`src/rtl/dac2_pkg.sv`:
```
package dac2_pkg;
  // Known differences between the two operands of an addition.
  typedef enum logic [1:0] {
    DIFF_SUM = 2'b00,   // P+Q
    DIFF_P   = 2'b01,   // P
    DIFF_Q   = 2'b10,   // Q
    DIFF_PMQ = 2'b11    // P-Q
  } diff_code_e;

  // Which retained point feeds the doubler.
  typedef enum logic [1:0] {
    DBL_EVEN = 2'b00,
    DBL_ODD  = 2'b01,
    DBL_MIX  = 2'b10
  } dbl_sel_e;

  typedef struct packed {
    logic       choice;   // mixed-point type of the source level
    dbl_sel_e   dbl;
    diff_code_e add_oo;   // addition that forms the odd/odd point
    diff_code_e add_mix;  // addition that forms the mixed point
  } flag_word_t;

  localparam int FLAG_W = $bits(flag_word_t);
endpackage

```
`src/rtl/dac2_seq_ctrl.sv`:
```
module dac2_seq_ctrl #(
  parameter int SCALAR_W = 16,
  localparam int IDX_W = $clog2(SCALAR_W)
) (
  input  logic             clk,
  input  logic             rst_n,
  input  logic             start,
  output logic             accept,
  output logic             busy,
  output logic             last,
  output logic [IDX_W-1:0] step,
  output logic             done
);
  localparam logic [IDX_W-1:0] LAST_IDX = IDX_W'(SCALAR_W - 1);

  logic             busy_q, busy_d;
  logic             done_q, done_d;
  logic [IDX_W-1:0] step_q, step_d;

  assign accept = start & ~busy_q;
  assign last   = busy_q & (step_q == LAST_IDX);

  always_comb begin
    busy_d = busy_q;
    step_d = step_q;
    done_d = 1'b0;
    if (accept) begin
      busy_d = 1'b1;
      step_d = '0;
    end else if (busy_q) begin
      if (last) begin
        busy_d = 1'b0;
        done_d = 1'b1;
      end else begin
        step_d = step_q + 1'b1;
      end
    end
  end

  always_ff @(posedge clk or negedge rst_n) begin
    if (!rst_n) begin
      busy_q <= 1'b0;
      done_q <= 1'b0;
      step_q <= '0;
    end else begin
      busy_q <= busy_d;
      done_q <= done_d;
      if (accept | busy_q) step_q <= step_d;
    end
  end

  assign busy = busy_q;
  assign step = step_q;
  assign done = done_q;


  first_idx_chk: assert property (@(posedge clk) disable iff (!rst_n)
    (start && !busy) |=> (busy && step == '0));


  idx_step_chk: assert property (@(posedge clk) disable iff (!rst_n)
    (busy && !last) |=> (busy && step == $past(step) + 1'b1));


  done_pulse_chk: assert property (@(posedge clk) disable iff (!rst_n)
    done |-> (!busy && !$past(done)));


  no_restart_chk: assert property (@(posedge clk) disable iff (!rst_n)
    (busy && start && step != '0) |=> (step != '0 || done));
endmodule

```
`src/rtl/dac2_scalar_shift.sv`:
```
module dac2_scalar_shift #(
  parameter int SCALAR_W = 16
) (
  input  logic                clk,
  input  logic                rst_n,
  input  logic                load,
  input  logic                adv,
  input  logic [SCALAR_W-1:0] value,
  output logic                bit_lo,
  output logic                bit_hi
);
  logic [SCALAR_W-1:0] sh_q, sh_d;

  always_comb begin
    sh_d = sh_q;
    if (load)     sh_d = value;
    else if (adv) sh_d = {1'b0, sh_q[SCALAR_W-1:1]};
  end

  always_ff @(posedge clk or negedge rst_n) begin
    if (!rst_n)          sh_q <= '0;
    else if (load | adv) sh_q <= sh_d;
  end

  assign bit_lo = sh_q[0];
  assign bit_hi = sh_q[1];
endmodule

```
`src/rtl/dac2_choice_step.sv`:
```
module dac2_choice_step (
  input  logic clk,
  input  logic rst_n,
  input  logic load,
  input  logic adv,
  input  logic init_k0,
  input  logic init_l0,
  input  logic k_lo,
  input  logic k_hi,
  input  logic l_lo,
  input  logic l_hi,
  output logic par_k,
  output logic par_l,
  output logic c_cur,
  output logic c_next
);
  logic c_q, c_d;

  always_comb begin
    par_k = k_lo ^ k_hi;
    par_l = l_lo ^ l_hi;
    unique case ({par_k, par_l})
      2'b10:   c_next = 1'b0;        // doubling source odd in k only
      2'b01:   c_next = 1'b1;        // doubling source odd in l only
      default: c_next = c_q ^ par_k; // keep on 00, invert on 11
    endcase
  end

  always_comb begin
    c_d = c_q;
    if (load)     c_d = ~init_k0 & init_l0;
    else if (adv) c_d = c_next;
  end

  always_ff @(posedge clk or negedge rst_n) begin
    if (!rst_n)          c_q <= 1'b0;
    else if (load | adv) c_q <= c_d;
  end

  assign c_cur = c_q;
endmodule

```
`src/rtl/dac2_flag_pack.sv`:
```
module dac2_flag_pack
  import dac2_pkg::*;
(
  input  logic       par_k,
  input  logic       par_l,
  input  logic       k_hi,
  input  logic       l_hi,
  input  logic       c_cur,
  input  logic       c_next,
  output flag_word_t word
);
  always_comb begin
    word.choice = c_next;
    if (par_k == par_l) word.dbl = par_k ? DBL_ODD : DBL_EVEN;
    else                word.dbl = DBL_MIX;
    word.add_oo  = (k_hi == l_hi) ? DIFF_SUM : DIFF_PMQ;
    word.add_mix = c_cur ? DIFF_Q : DIFF_P;
  end
endmodule

```
`src/rtl/dac2_flag_gen.sv`:
```
module dac2_flag_gen
  import dac2_pkg::*;
#(
  parameter int SCALAR_W = 16,
  localparam int IDX_W = $clog2(SCALAR_W)
) (
  input  logic                clk,
  input  logic                rst_n,
  input  logic                start,
  input  logic [SCALAR_W-1:0] k_in,
  input  logic [SCALAR_W-1:0] l_in,
  output logic                flag_valid,
  output logic [IDX_W-1:0]    flag_idx,
  output logic [6:0]          flag_word,
  output logic                done
);
  logic       accept, busy, last;
  logic       k_lo, k_hi, l_lo, l_hi;
  logic       par_k, par_l, c_cur, c_next;
  flag_word_t word_s;

  dac2_seq_ctrl #(.SCALAR_W(SCALAR_W)) u_ctrl (
    .clk(clk), .rst_n(rst_n), .start(start), .accept(accept),
    .busy(busy), .last(last), .step(flag_idx), .done(done)
  );

  dac2_scalar_shift #(.SCALAR_W(SCALAR_W)) u_k_lane (
    .clk(clk), .rst_n(rst_n), .load(accept), .adv(busy),
    .value(k_in), .bit_lo(k_lo), .bit_hi(k_hi)
  );

  dac2_scalar_shift #(.SCALAR_W(SCALAR_W)) u_l_lane (
    .clk(clk), .rst_n(rst_n), .load(accept), .adv(busy),
    .value(l_in), .bit_lo(l_lo), .bit_hi(l_hi)
  );

  dac2_choice_step u_choice (
    .clk(clk), .rst_n(rst_n), .load(accept), .adv(busy),
    .init_k0(k_in[0]), .init_l0(l_in[0]),
    .k_lo(k_lo), .k_hi(k_hi), .l_lo(l_lo), .l_hi(l_hi),
    .par_k(par_k), .par_l(par_l), .c_cur(c_cur), .c_next(c_next)
  );

  dac2_flag_pack u_pack (
    .par_k(par_k), .par_l(par_l), .k_hi(k_hi), .l_hi(l_hi),
    .c_cur(c_cur), .c_next(c_next), .word(word_s)
  );

  assign flag_valid = busy;
  assign flag_word  = word_s;


  done_excl_chk: assert property (@(posedge clk) disable iff (!rst_n)
    done |-> !flag_valid);

  // with R9: a step's mixed difference follows the previous word's choice
  choice_link_chk: assert property (@(posedge clk) disable iff (!rst_n)
    (flag_valid && !last) |=>
      (word_s.add_mix == ($past(word_s.choice) ? DIFF_Q : DIFF_P)));

  // first step uses the level-0 choice taken from the captured low bits
  first_choice_chk: assert property (@(posedge clk) disable iff (!rst_n)
    (start && !flag_valid) |=>
      (word_s.add_mix == ((!$past(k_in[0]) && $past(l_in[0])) ? DIFF_Q : DIFF_P)));


  dbl_code_chk: assert property (@(posedge clk) disable iff (!rst_n)
    flag_valid |-> (flag_word[5:4] != 2'b11));
endmodule

```
`config.mk`:
```
export PLATFORM = sky130hd
export DESIGN_NAME = dac2_flag_gen
export DESIGN_NICKNAME = d
export VERILOG_FILES = /design/src/rtl/dac2_pkg.sv /design/src/rtl/dac2_seq_ctrl.sv /design/src/rtl/dac2_scalar_shift.sv /design/src/rtl/dac2_choice_step.sv /design/src/rtl/dac2_flag_pack.sv /design/src/rtl/dac2_flag_gen.sv
export SDC_FILE = /design/constraint.sdc
export NUM_CORES = 1
export LEC_CHECK = 0
export BUFFER_PORTS_ARGS = -buffer_cell sky130_fd_sc_hd__buf_2
export CORE_AREA = 2 2 86 71
export CTS_CLUSTER_DIAMETER = 60
export DETAILED_ROUTE_END_ITERATION = 8
export DIE_AREA = 0 0 88 73
export RECOVER_POWER = 50
export REMOVE_ABC_BUFFERS = 1
export SYNTH_ARGS = -nofsm -noshare
export SYNTH_HDL_FRONTEND = slang
export SYNTH_SLANG_ARGS = --single-unit
export TNS_END_PERCENT = 1
```
`constraint.sdc`:
```
create_clock -name clk -period 1.48 [get_ports clk]
set_clock_uncertainty 0.15 [all_clocks]
set_input_delay 0.148 -clock clk [delete_from_list [all_inputs] [get_ports clk]]
set_output_delay 0.148 -clock clk [all_outputs]
set_load 0.02 [all_outputs]
```
Yosys cells after proc, flatten, opt, wreduce, memory -nomap -nowiden:

Cells that the tools add are included.

* bits in registers: 39

* equal/unequal tests: 6
* bitwise gates (word level): 9
* reduce and logical (&&, ||, !) cells: 3
* muxes and demuxes: 20
* add/sub/neg operators: 1

Operators by type and width (number)
* $mux 16: 4
* $mux 4: 3
* $mux 1: 9
* $mux 2: 3
* $add 4x1->4 const B: 1
* $eq 4x4->1 const B: 1
* $and 1x1->1: 3
* $reduce_and 3->1: 1
* $xor 1x1->1: 3
* $eq 1x1->1: 2
* $eq 2x1->1 const B: 1
* $eq 2x2->1 const B: 1
* $ne 2x1->1 const B: 1
* $not 1->1: 2
* $pmux 1 s2: 1
* $reduce_and 2->1: 1
* $reduce_bool 2->1: 1
* $or 1x1->1: 1

Longest topological paths before layout:

Gate-level depths: netlist (run 1).

* word-level depth: 5
* gate-level depth with buffers: 5
* gate-level depth less buffers: 4

Hierarchy:

Synthesis (run 1) repeated with hierarchy kept, for this count alone.

* cells, all modules: 183
* area total of the unflattened synthesis: 1918.1 sq um

By module, submodules not included
* dac2_scalar_shift: cells an instance 68, area an instance 739.5 sq um, instances 2
* dac2_seq_ctrl: cells an instance 32, area an instance 302.8 sq um, instances 1
* dac2_choice_step: cells an instance 9, area an instance 88.8 sq um, instances 1
* dac2_flag_pack: cells an instance 6, area an instance 47.5 sq um, instances 1

Worst setup path before layout (run 1):

Ideal clock, no wire load.

* path kind: register -> register
* start: register u_ctrl.busy_q (netlist: u_ctrl.busy)
* end: register u_choice.c_q (netlist: u_choice.c_cur)
* arrival time: 1.094 ns
* library setup time: 0.127 ns
* setup slack: 0.109 ns
* stages on the path, launching flop included: 5
* buffers on the path: 2
* required time: 1.203 ns
* cell sequence: dfrtp_1 > buf_4 > buf_2 > mux2i_1 > a21oi_2

* word-level cells in the longest chain between the ends: 4
* elaborated cells between the ends (all ways): 6
* those cells by class: mux: 1; bitwise: 3; reduce/logical: 2

Ends and longest elaborated chain
* start, declared: line dac2_seq_ctrl.sv:16 `logic busy_q, busy_d;`
* start signal, assigned: line dac2_seq_ctrl.sv:46 `busy_q <= busy_d;`
* $not 1->1: line dac2_seq_ctrl.sv:20 `assign accept = start & ~busy_q;`
* $and 1x1->1: line dac2_seq_ctrl.sv:20
* $reduce_bool 2->1 (no source line) / $or 1x1->1 (equally long branches)
* $reduce_and 2->1 (no source line)
* end signal, assigned: line dac2_choice_step.sv:36 `if (!rst_n) c_q <= 1'b0;`
* end signal, assigned: line dac2_choice_step.sv:37 `else if (load | adv) c_q <= c_d;`
* end, declared: line dac2_choice_step.sv:17 `logic c_q, c_d;`

Several ways; a longest one is shown, not always the timed one.
A chain may end at the register's enable or synchronous reset.

Worst setup path after layout (run 1):

* start: register u_k_lane.sh_q[0]
* end: output port flag_word[5]

* word-level cells in the longest chain between the ends: 3

Ends and longest elaborated chain
* start, declared: line dac2_scalar_shift.sv:12 `logic [SCALAR_W-1:0] sh_q, sh_d;`
* start signal, assigned: line dac2_scalar_shift.sv:21 `if (!rst_n) sh_q <= '0;`
* start signal, assigned: line dac2_scalar_shift.sv:22 `else if (load | adv) sh_q <= sh_d;`
* $xor 1x1->1: line dac2_choice_step.sv:20 `par_k = k_lo ^ k_hi;`
* $eq 1x1->1: line dac2_flag_pack.sv:14 `if (par_k == par_l) word.dbl = par_k ? DBL_ODD : DBL_EVEN;`
* $mux 2: line dac2_flag_pack.sv:14
* end, declared: line dac2_flag_gen.sv:14 `output logic [6:0] flag_word,`

Every way passes these cells.

==> impl_metrics.csv, run 1 <==
group,metric,value,unit
status,status,"finished, violations left",
status,violations,"negative setup slack",
global_routing,grt_pass1_wl,6430,um
hold_path,min-delay-start,"k_in[2]",
clock_tree,clk_latency,280,ps
sta,worst_pin_slew,770,ps
setup_path,cp.depth,3,
drt,wl_per_cell,11.5,um
setup_path,reg2reg_depth,3,
global_routing,grt_usage,0.128,
setup_path,crit_path_max_incr_delay,410,ps
sta,timing.final.crit_period,1630,ps
placed_design,io_buffers,47,
setup_path,arrival,1330,ps
clock_tree,cts_tree,"done",
setup_path,cp.required,1180,ps
drt,dr_total_vias,1480,
sta,slew_headroom,0.487,
synthesis,synth_cell_types,25,
drt,ant_nets,0,
hold_path,hp-class,"input pin to flop",
sta,finalHoldViolations,0,
setup_path,critPathLaunchType,"flop",
global_routing,grt_start_max_net_pins,40,
clock_tree,root_buffer,"clkbuf_8",
setup_path,crit_path_end_kind,"output port",
clock_tree,numClockSinks,39,
sta,period_share,1.10,
setup_path,reg2reg_from,"u_ctrl.busy",
sta,fmaxAchievable,614,MHz
drt,wl,3850,um
cells_and_area,drive_gt1_frac,0.268,
synthesis,syn_area,1890,um^2
synthesis,ys_seq_area_frac,0.516,
sta,rsz0062_at_grt,"yes",
flow_run,max_cap_viol_count,0,
cells_and_area,nets,290,
pwr,power_density,1810,nW/um^2
pwr,vdd_drop_max,0.880,mV
sta,hold_ws,8.53,ps
sta,setup_viol,3,
floorplanning,fp.coreArea,5660,um^2
synthesis,synth-seq-cells,39,
drt,first_pass_iters,4,
synthesis,syn-instance-count,181,
synthesis,ys_warn_count,0,
floorplanning,io_pins,48,
floorplanning,die_y,73,um
sta,drv_slew,0,
floorplanning,die_w,88,um
floorplanning,die-area,6420,um^2
clock_tree,cts.clk_slew.worst_paths,70,ps
setup_path,critPathBufInv,1,
setup_path,cp_cell_sequence,"xor2_2 > ha_1 > buf_6",
setup_path,worstPathMaxFanout,3,
cells_and_area,antenna_cells,0,
cells_and_area,instances_no_fill,335,
hold_path,worstHoldPathCells,3,
cells_and_area,area_growth,38.0,%
drt,drt_iter0_drc,77,
global_routing,grt_pass1_vias,1436,
synthesis,syn_avg_cell_area,10.5,um^2
floorplanning,start_util,0.334,
global_routing,antenna_found_initial,0,
global_routing,gr-total-overflow,0,
setup_path,cpMaxStageDelayCell,"dfrtp_1",
drt,drc,0,
clock_tree,cts_buffers,5,
placed_design,gp_congestion,0.727,
clock_tree,htreeDepth,2,
pwr,leakage,1.29,nW
sta,fin_ws,-149,ps
placed_design,place_inst,301,
pwr,report.power.total,4.72,mW
drt,via_per_inst,4.42,
setup_path,setup.worst_path.start,"u_k_lane.sh_q[0]",
clock_tree,max-clock-path-buffers,2,
setup_path,critPathTopFamily,"flip-flops",
setup_path,crit_type,"flop to output port",
floorplanning,num_rows,25,
placed_design,dpl.hpwl,2600,um
==> area by class of cell <==
type / instances / area, um^2
tap: 81 / 101
inverter: 2 / 7.51
fill: 555 / 3050
sequential: 39 / 978
clock buffer: 8 / 100
multi-input combinational: 125 / 821
timing repair buffer: 80 / 603
==> metal layers <==
layer	GRT usage	wire length, um
met1	0.180	1970
met2	0.196	1670
met3	0.0373	194
met4	0.0308	18
met5	0	0
==> final timing paths <==
path	slack, ps	to
setup reg to reg	180	u_choice.c_cur
min in group asynchronous	290	u_k_lane.sh_q[15]
setup / recovery	-150	flag_word[5]
max in group asynchronous	110	u_k_lane.sh_q[1]
hold reg to reg	340	u_k_lane.sh_q[3]
hold / removal	9	u_k_lane.sh_q[2]
==> cell usage after synthesis <==
library cell  number  area (um^2)
buf_6              3         33.8
xor2_2             1         16.3
o21ai_1           30          150
nor3_1             1         5.00
nand2_1           35          131
inv_1              2         7.51
a32o_1             1         10.0
a21oi_2            1         8.76
clkbuf_1           3         11.3
buf_4              5         37.5
nor3b_1            1         7.51
o32ai_1            1         8.76
dfrtp_1           39          976
and2b_1            1         7.51
ha_1               2         25.0
o22a_1             1         8.76
o211ai_1           1         7.51
mux2i_1           34          340
nor2_1             5         18.8
nand3_1            3         15.0
nand2b_1           1         6.26
xor2_1             2         17.5
a21oi_1            3         15.0
buf_2              4         20.0
nor2b_1            1         6.26
==> sequential cells by signal, indices dropped and copies added (netlist names) <==
| signal | cells |
|---|---|
| u_choice.c_cur | 1 |
| u_l_lane.sh_q | 16 |
| u_ctrl.done | 1 |
| u_ctrl.busy | 1 |
| u_k_lane.sh_q | 16 |
| u_ctrl.step | 4 |
==> power breakdown <==
group / internal (mW) / switching, mW
sequential: 1.50 / 0.325
clock: 0.426 / 0.356
combinational: 0.980 / 1.13
==> tightest hold or removal path: cells and delay by family <==
kind / cells / cell delay [ps]
compound gates: 1 / 100
buf+inv: 1 / 90
mux: 1 / 60
==> through the flow <==
| stage | cell area, um^2 | TNS, ps | setup slack, ps | utilization |
|---|---|---|---|---|
| final | 2610 | -242 | -149 | 0.461 |
| after global routing | 2610 | -1490 | -183 | 0.461 |
| after CTS | 2610 | -389 | -161 | 0.461 |
| after detailed placement | 2230 | 0 | 85.7 | 0.394 |
| after global placement | 2230 | 0 | 90.2 | 0.394 |
| after floorplan | 1790 | -21080 | -881 | - |
==> cells by family after synthesis <==
logic type / after synthesis / synth area share
simple gates: 48 / 0.105
flops: 39 / 0.516
mux: 34 / 0.180
fa+ha+maj: 2 / 0.0132
buf+inv: 17 / 0.0582
xor+xnor: 3 / 0.0179
compound gates: 38 / 0.110
==> what timing repair did <==
action	4_1_cts	5_1_grt
setup endpoints to repair	4	6
gates cloned	0	0
hold buffers	24	0
hold endpoints to repair	62	0
pin swaps	2	2
buffers inserted	2	0
resized for setup	8	4
==> placed cells by master (no fill, tap or decap), drive strengths merged, types with 3 or more instances in the layout <==
cell / n
buf: 55
dfrtp: 39
nand3: 3
o21ai: 30
mux2i: 34
nor2: 5
dlygate4sd3: 24
nand2: 35
a21oi: 4
xor2: 3
clkbuf: 9
Note: power is estimated with default switching activity, not from simulation.
==> run 2, diff against run 1 <==
--- a/config.mk
+++ b/config.mk
@@ -5,13 +5,15 @@
 export SDC_FILE = /design/constraint.sdc
 export NUM_CORES = 1
 export LEC_CHECK = 0
+export ABC_AREA = 1
 export BUFFER_PORTS_ARGS = -buffer_cell sky130_fd_sc_hd__buf_2
-export CORE_AREA = 2 2 86 71
+export CORE_AREA = 2 2 84 70
 export CTS_CLUSTER_DIAMETER = 60
 export DETAILED_ROUTE_END_ITERATION = 8
-export DIE_AREA = 0 0 88 73
+export DIE_AREA = 0 0 86 72
 export RECOVER_POWER = 50
 export REMOVE_ABC_BUFFERS = 1
+export SETUP_SLACK_MARGIN = 0.15
 export SYNTH_ARGS = -nofsm -noshare
 export SYNTH_HDL_FRONTEND = slang
 export SYNTH_SLANG_ARGS = --single-unit
==> run 2 against run 1 <==
  * The flow still finishes with violations (negative setup slack)
  * Register-to-register slack got worse by 70 ps
  * Die area fell by 3.6%
  * Fmax rose by 1.7%
  * Combinational power rose by 27%
  * Utilization rose by 7.8 points
  * Power rose by 10%
  * Critical path depth rose by 2
  * Count of clock-buffer cells in the layout fell by 2
  * Clock power fell by 7.9%
  * Synthesized cell count rose by 12%
  * Critical path type unchanged
  * Largest cell class unchanged
  * Largest power group unchanged
==> impl_metrics.csv, run 2 <==
group,metric,value,unit
clock_tree,htreeDepth,2,
floorplanning,start_util,0.340,
cells_and_area,area_growth,58.7,%
placed_design,placed_area,2120,um^2
cells_and_area,nets,328,
sta,period_share,1.08,
drt,via_per_inst,4.62,
placed_design,io_buffers,47,
sta,fin_tns_setup,-211,ps
cells_and_area,antenna_cells,0,
setup_path,crit_path_end_kind,"output port",
cells_and_area,fin_area,2870,um^2
cells_and_area,drive_gt1_frac,0.395,
synthesis,ys.flop_type,"dfrtp_1",
floorplanning,fp.coreArea,5320,um^2
cells_and_area,layout_common_cells,"nand2_1, buf_2, dfrtp_1, dlygate4sd3_1, inv_1",
drt,first_pass_iters,4,
synthesis,syn-instance-count,202,
cells_and_area,regArea,977,um^2
setup_path,arrival,1300,ps
drt,drt_iter0_drc,93,
global_routing,grt_pass1_vias,1648,
status,violations,"negative setup slack",
synthesis,synth_cell_types,20,
pwr,leakage,1.39,nW
synthesis,post-synth-top-count-cell,"nand2_1",
floorplanning,die_y,72,um
drt,drc,0,
sta,worst_pin_slew,499,ps
synthesis,synthSimpleGateAreaFrac,0.208,
drt,ant_nets,0,
synthesis,synth_top_area_cell,"dfrtp_1",
sta,finalHoldViolations,0,
synthesis,syn_area,1810,um^2
clock_tree,max-clock-path-buffers,2,
drt,wl_per_cell,12.6,um
synthesis,synth_top_area_share,0.540,
synthesis,synth.area.mux_share,0,
synthesis,synth_edf_count,0,
floorplanning,die_w,86,um
setup_path,cp.required,1180,ps
cells_and_area,layout_commonest_cell,"nand2_1",
synthesis,synth_common_cells,"nand2_1, dfrtp_1, inv_1",
flow_run,max_cap_viol_count,0,
hold_path,hp-class,"input pin to asynchronous set/reset pin",
synthesis,synth_area_leaders,"dfrtp_1, nand2_1, o221ai_1",
setup_path,crit_type,"flop to output port",
synthesis,ys_warn_count,0,
clock_tree,cts.clk_slew.worst_paths,70,ps
global_routing,grt_start_max_net_pins,32,
sta,rsz0062_at_grt,"yes",
sta,drv_slew,0,
floorplanning,num_rows,24,
sta,hold_ws,178,ps
sta,setup_viol,3,
floorplanning,die-area,6190,um^2
global_routing,grt_usage,0.150,
clock_tree,clk_latency,290,ps
drt,wl,4490,um
placed_design,pre_cts_slack,47.3,ps
global_routing,antenna_found_initial,0,
sta,timing.final.crit_period,1600,ps
sta,fin_ws,-122,ps
synthesis,synth_compound_area_frac,0.127,
cells_and_area,instances_no_fill,356,
sta,slew_headroom,0.668,
cells_and_area,multiInputGateArea,873,um^2
placed_design,dpl.hpwl,2790,um
cells_and_area,utilization,0.540,
synthesis,synthAdderAreaFrac,0.0139,
setup_path,worstPathMaxFanout,3,
setup_path,critPathLaunchType,"flop",
pwr,report.power.total,5.21,mW
synthesis,synth-seq-cells,39,
placed_design,place_inst,311,
synthesis,synth-xor-area-share,0.00485,
clock_tree,numClockSinks,39,
global_routing,grt_pass1_wl,7250,um
floorplanning,io_pins,48,
pwr,power_density,1820,nW/um^2
synthesis,synth_top_family_by_area,"simple AND/OR/NAND/NOR gates",
synthesis,syn_avg_cell_area,8.94,um^2
clock_tree,cts_buffers,5,
global_routing,gr-total-overflow,0,
cells_and_area,nFillCells,481,
pwr,vdd_drop_max,0.578,mV
status,status,"finished, violations left",
synthesis,ys_seq_area_frac,0.540,
clock_tree,cts_tree,"done",
sta,fmaxAchievable,624,MHz
drt,dr_total_vias,1645,
clock_tree,root_buffer,"clkbuf_8",
synthesis,synthArstFlopShare,1.00,
placed_design,gp_congestion,0.793,
-- run 2: cell type report --
| class | instances | area share |
|---|---|---|
| flip-flops and latches | 39 | 0.341 |
| multi-input cells | 121 | 0.305 |
| repair buffers | 93 | 0.252 |
| inverters | 31 | 0.0441 |
| clock buffers | 6 | 0.0288 |
| well taps | 65 | 0.0284 |
| clock inverters | 1 | 0.00175 |
-- run 2: report_power, final --
group / internal, mW / switching [mW] / leakage (nW)
logic: 1.23 / 1.47 / 0.839
registers: 1.52 / 0.276 / 0.500
clock network: 0.365 / 0.355 / 0.0470
-- run 2: worst max-delay path, cell delays in order, from the launching register on --
cell and delay, ps:
dfrtp_1 400, inv_2 70, nand2_2 50, and2_4 140, ha_4 250, buf_6 100
-- run 2: routing by layer --
metal	vias up	track usage	wire, um
li1	837	-	-
met1	759	0.195	2080
met2	42	0.244	2160
met3	7	0.0330	191
met4	0	0.0635	55
met5	-	0	0
-- run 2: final timing paths --
check	to	cells past startpoint	from	slack (ps)
hold reg to reg	u_l_lane.sh_q[2]	2	u_l_lane.sh_q[2]	350
min in group clk	u_k_lane.sh_q[15]	4	start	250
max in group asynchronous	u_ctrl.busy	3	rst_n	130
setup reg to reg	u_l_lane.sh_q[11]	3	u_ctrl.busy	110
setup / recovery	flag_word[5]	5	u_k_lane.sh_q[1]	-120
hold / removal	u_l_lane.sh_q[15]	2	rst_n	180
-- run 2: logic make-up after synthesis --
| family | count (synthesis) |
|---|---|
| AO/OA/AOI/OAI | 29 |
| XOR/XNOR | 1 |
| adder cells (fa/ha/maj) | 2 |
| buffers and inverters | 42 |
| flip-flops | 39 |
| AND/OR/NAND/NOR | 89 |
-- run 2: what timing repair did --
action,in CTS,in global routing
hold endpoints to repair,72,0
setup buffers,4,1
cloned,0,0
setup endpoints to repair,22,29
hold buffers,33,0
resized for setup,17,66
pin swaps,4,31
==> run 3, diff against run 2 <==
--- a/config.mk
+++ b/config.mk
@@ -7,10 +7,11 @@
 export LEC_CHECK = 0
 export ABC_AREA = 1
 export BUFFER_PORTS_ARGS = -buffer_cell sky130_fd_sc_hd__buf_2
-export CORE_AREA = 2 2 84 70
+export CORE_AREA = 2 2 71 59
 export CTS_CLUSTER_DIAMETER = 60
 export DETAILED_ROUTE_END_ITERATION = 8
-export DIE_AREA = 0 0 86 72
+export DIE_AREA = 0 0 73 61
+export PLACE_DENSITY = 0.74
 export RECOVER_POWER = 50
 export REMOVE_ABC_BUFFERS = 1
 export SETUP_SLACK_MARGIN = 0.15
==> run 3 against run 2 <==
  * The run still ends with negative setup slack left
  * First-iteration DRC count up 66%
  * Die area down 28%
  * Routed wire length up 1.3%
  * Global-route usage up 6.8 points
  * Critical path depth unchanged
  * Sequential power about the same
  * Critical endpoint unchanged
  * Critical path type unchanged
  * Clock power up 7.8%
  * Worst setup slack worse by 2.2 ps
==> impl_metrics.csv, run 3 (synthesized netlist as in run 2, its figures left out) <==
group,metric,value,unit
clock_tree,clk_latency,290,ps
floorplanning,io_pins,48,
clock_tree,htreeDepth,2,
pwr,p_comb_frac,0.514,
clock_tree,max-clock-path-buffers,2,
pwr,sw_frac_of_total,0.395,
cells_and_area,layout_commonest_cell,"nand2_1",
cells_and_area,layout_common_cells,"nand2_1, buf_2, dfrtp_1, dlygate4sd3_1, inv_1",
drt,ant_nets,0,
sta,worst_pin_slew,529,ps
global_routing,grt_pass1_wl,7250,um
placed_design,pre_cts_slack,49.2,ps
status,status,"finished, violations left",
placed_design,place_inst,287,
global_routing,grt_pass1_vias,1667,
drt,wl_per_cell,13.5,um
setup_path,worstSetupEndpoint,"flag_word[5]",
placed_design,gp_congestion,0.836,
setup_path,crit_type,"flop to output port",
setup_path,r2r-end,"u_k_lane.sh_q[0]",
pwr,vdd_drop_max,0.913,mV
drt,drt_iter0_drc,154,
global_routing,grt_usage,0.218,
status,violations,"negative setup slack",
sta,slew_headroom,0.647,
drt,wl,4550,um
setup_path,cp.depth,5,
setup_path,reg2reg_depth,9,
sta,period_share,1.08,
drt,drc,0,
setup_path,critPathLaunchType,"flop",
pwr,clockPowerShare,0.147,
cells_and_area,nets,329,
setup_path,critPathTopFamily,"flip-flops",
placed_design,io_buffers,47,
pwr,power.switching,2.09,mW
sta,timing.final.crit_period,1600,ps
sta,hold_ws,202,ps
clock_tree,numClockSinks,39,
cells_and_area,instances_no_fill,337,
pwr,intPower,3.19,mW
setup_path,critPathBufInv,2,
floorplanning,die_y,61,um
setup_path,reg2reg_from,"u_k_lane.sh_q[0]",
global_routing,antenna_found_initial,0,
sta,drv_slew,0,
setup_path,cp.required,1180,ps
setup_path,cpMaxStageDelayCell,"dfrtp_1",
sta,fin_tns_setup,-482,ps
floorplanning,die-area,4450,um^2
hold_path,hp-class,"input pin to flop",
pwr,report.power.total,5.28,mW
floorplanning,start_util,0.485,
pwr,power_density,1880,nW/um^2
clock_tree,cts_tree,"done",
setup_path,setup.worst_path.start,"u_k_lane.sh_q[0]",
global_routing,gr-total-overflow,0,
sta,fmaxAchievable,623,MHz
cells_and_area,drive_gt1_frac,0.379,
clock_tree,cts_buffers,5,
setup_path,worstPathMaxFanout,2,
flow_run,max_cap_viol_count,0,
pwr,leakage,1.38,nW
global_routing,grt_start_max_net_pins,40,
sta,fin_ws,-124,ps
drt,first_pass_iters,4,
clock_tree,root_buffer,"clkbuf_8",
cells_and_area,antenna_cells,0,
drt,via_per_inst,5.06,
sta,setup_viol,20,
setup_path,crit_path_end_kind,"output port",
setup_path,cp_cell_sequence,"inv_2 > nand2_2 > and2_4 > ha_4 > buf_6",
setup_path,crit_path_max_incr_delay,390,ps
cells_and_area,area_growth,55.7,%
floorplanning,num_rows,20,
pwr,pwr-share-seq,0.339,
setup_path,r2r_slack,-60,ps
placed_design,dpl.hpwl,2560,um
floorplanning,die_w,73,um
sta,finalHoldViolations,0,
sta,rsz0062_at_grt,"yes",
floorplanning,fp.coreArea,3730,um^2
drt,dr_total_vias,1705,
clock_tree,cts.clk_slew.worst_paths,70,ps
setup_path,arrival,1310,ps
## run 3: cell types whose count changed in the layout (fill, tap and decap cells not counted), moves of 2 or more
cell,before,now
o221ai_1,8,12
buf_4,10,7
inv_2,4,7
buf_6,4,10
nand2_1,42,47
buf_2,38,40
dfrtp_1,38,36
nand3_2,2,4
dfrtp_2,1,3
nand2_2,14,10
o221ai_2,8,3
## run 3: area by class of cell
class / count / area (um^2)
sequential: 39 / 980
timing repair buffer: 94 / 731
multi-input combinational: 121 / 830
tap: 44 / 55.1
fill: 274 / 915
inverter: 31 / 119
clock buffer: 8 / 100
## run 3: worst min path at each step
stage                      from                 to  slack [ps]  cells past startpoint
final                     start  u_l_lane.sh_q[12]         200                      4
after global routing      start  u_l_lane.sh_q[12]         240                      4
after CTS                 rst_n   u_k_lane.sh_q[4]         220                      3
after detailed placement  rst_n   u_k_lane.sh_q[4]         -20                      2
after global placement    rst_n   u_k_lane.sh_q[4]         -20                      2
after floorplan           rst_n     u_choice.c_cur        -300                      0
## run 3: worst register-to-register path, stage by stage, from the launching register on
cell	delay, ps
dfrtp_1	360
inv_2	60
buf_4	130
buf_6	100
buf_6	100
buf_6	100
buf_6	100
buf_6	100
buf_6	110
o221ai_4	130
## run 3: metrics by stage
step | util | area (um^2)
6_report | 0.755 | 2810
3_3_place_gp | 0.559 | 2080
3_5_place_dp | 0.559 | 2080
2_1_floorplan | - | 1730
4_1_cts | 0.716 | 2670
5_1_grt | 0.755 | 2810
## run 3: power by group through the flow
| stage | Sequential, mW | Clock (mW) | Combinational, mW |
|---|---|---|---|
| finish | 1.79 | 0.776 | 2.71 |
| global route | 1.85 | 0.836 | 2.99 |
| CTS | 1.76 | 0.797 | 2.43 |
| detailed placement | 1.77 | 0 | 1.91 |
| global placement | 1.75 | 0 | 1.85 |
| floorplan | 1.85 | 0 | 1.21 |
## run 3: timing repair
action,4_1_cts,5_1_grt
gates resized for setup,30,39
setup endpoints to repair,11,36
hold buffers,33,0
pin swaps,7,24
setup buffers,9,0
hold endpoints to repair,72,0
## run 3: layer usage
layer  vias to the layer above  share of wire  global-route usage
met5                         -              0                   0
met1                       812           0.45               0.275
met4                         0          0.011              0.0741
met3                         6          0.037              0.0465
met2                        45           0.50               0.380
li1                        842              -                   -
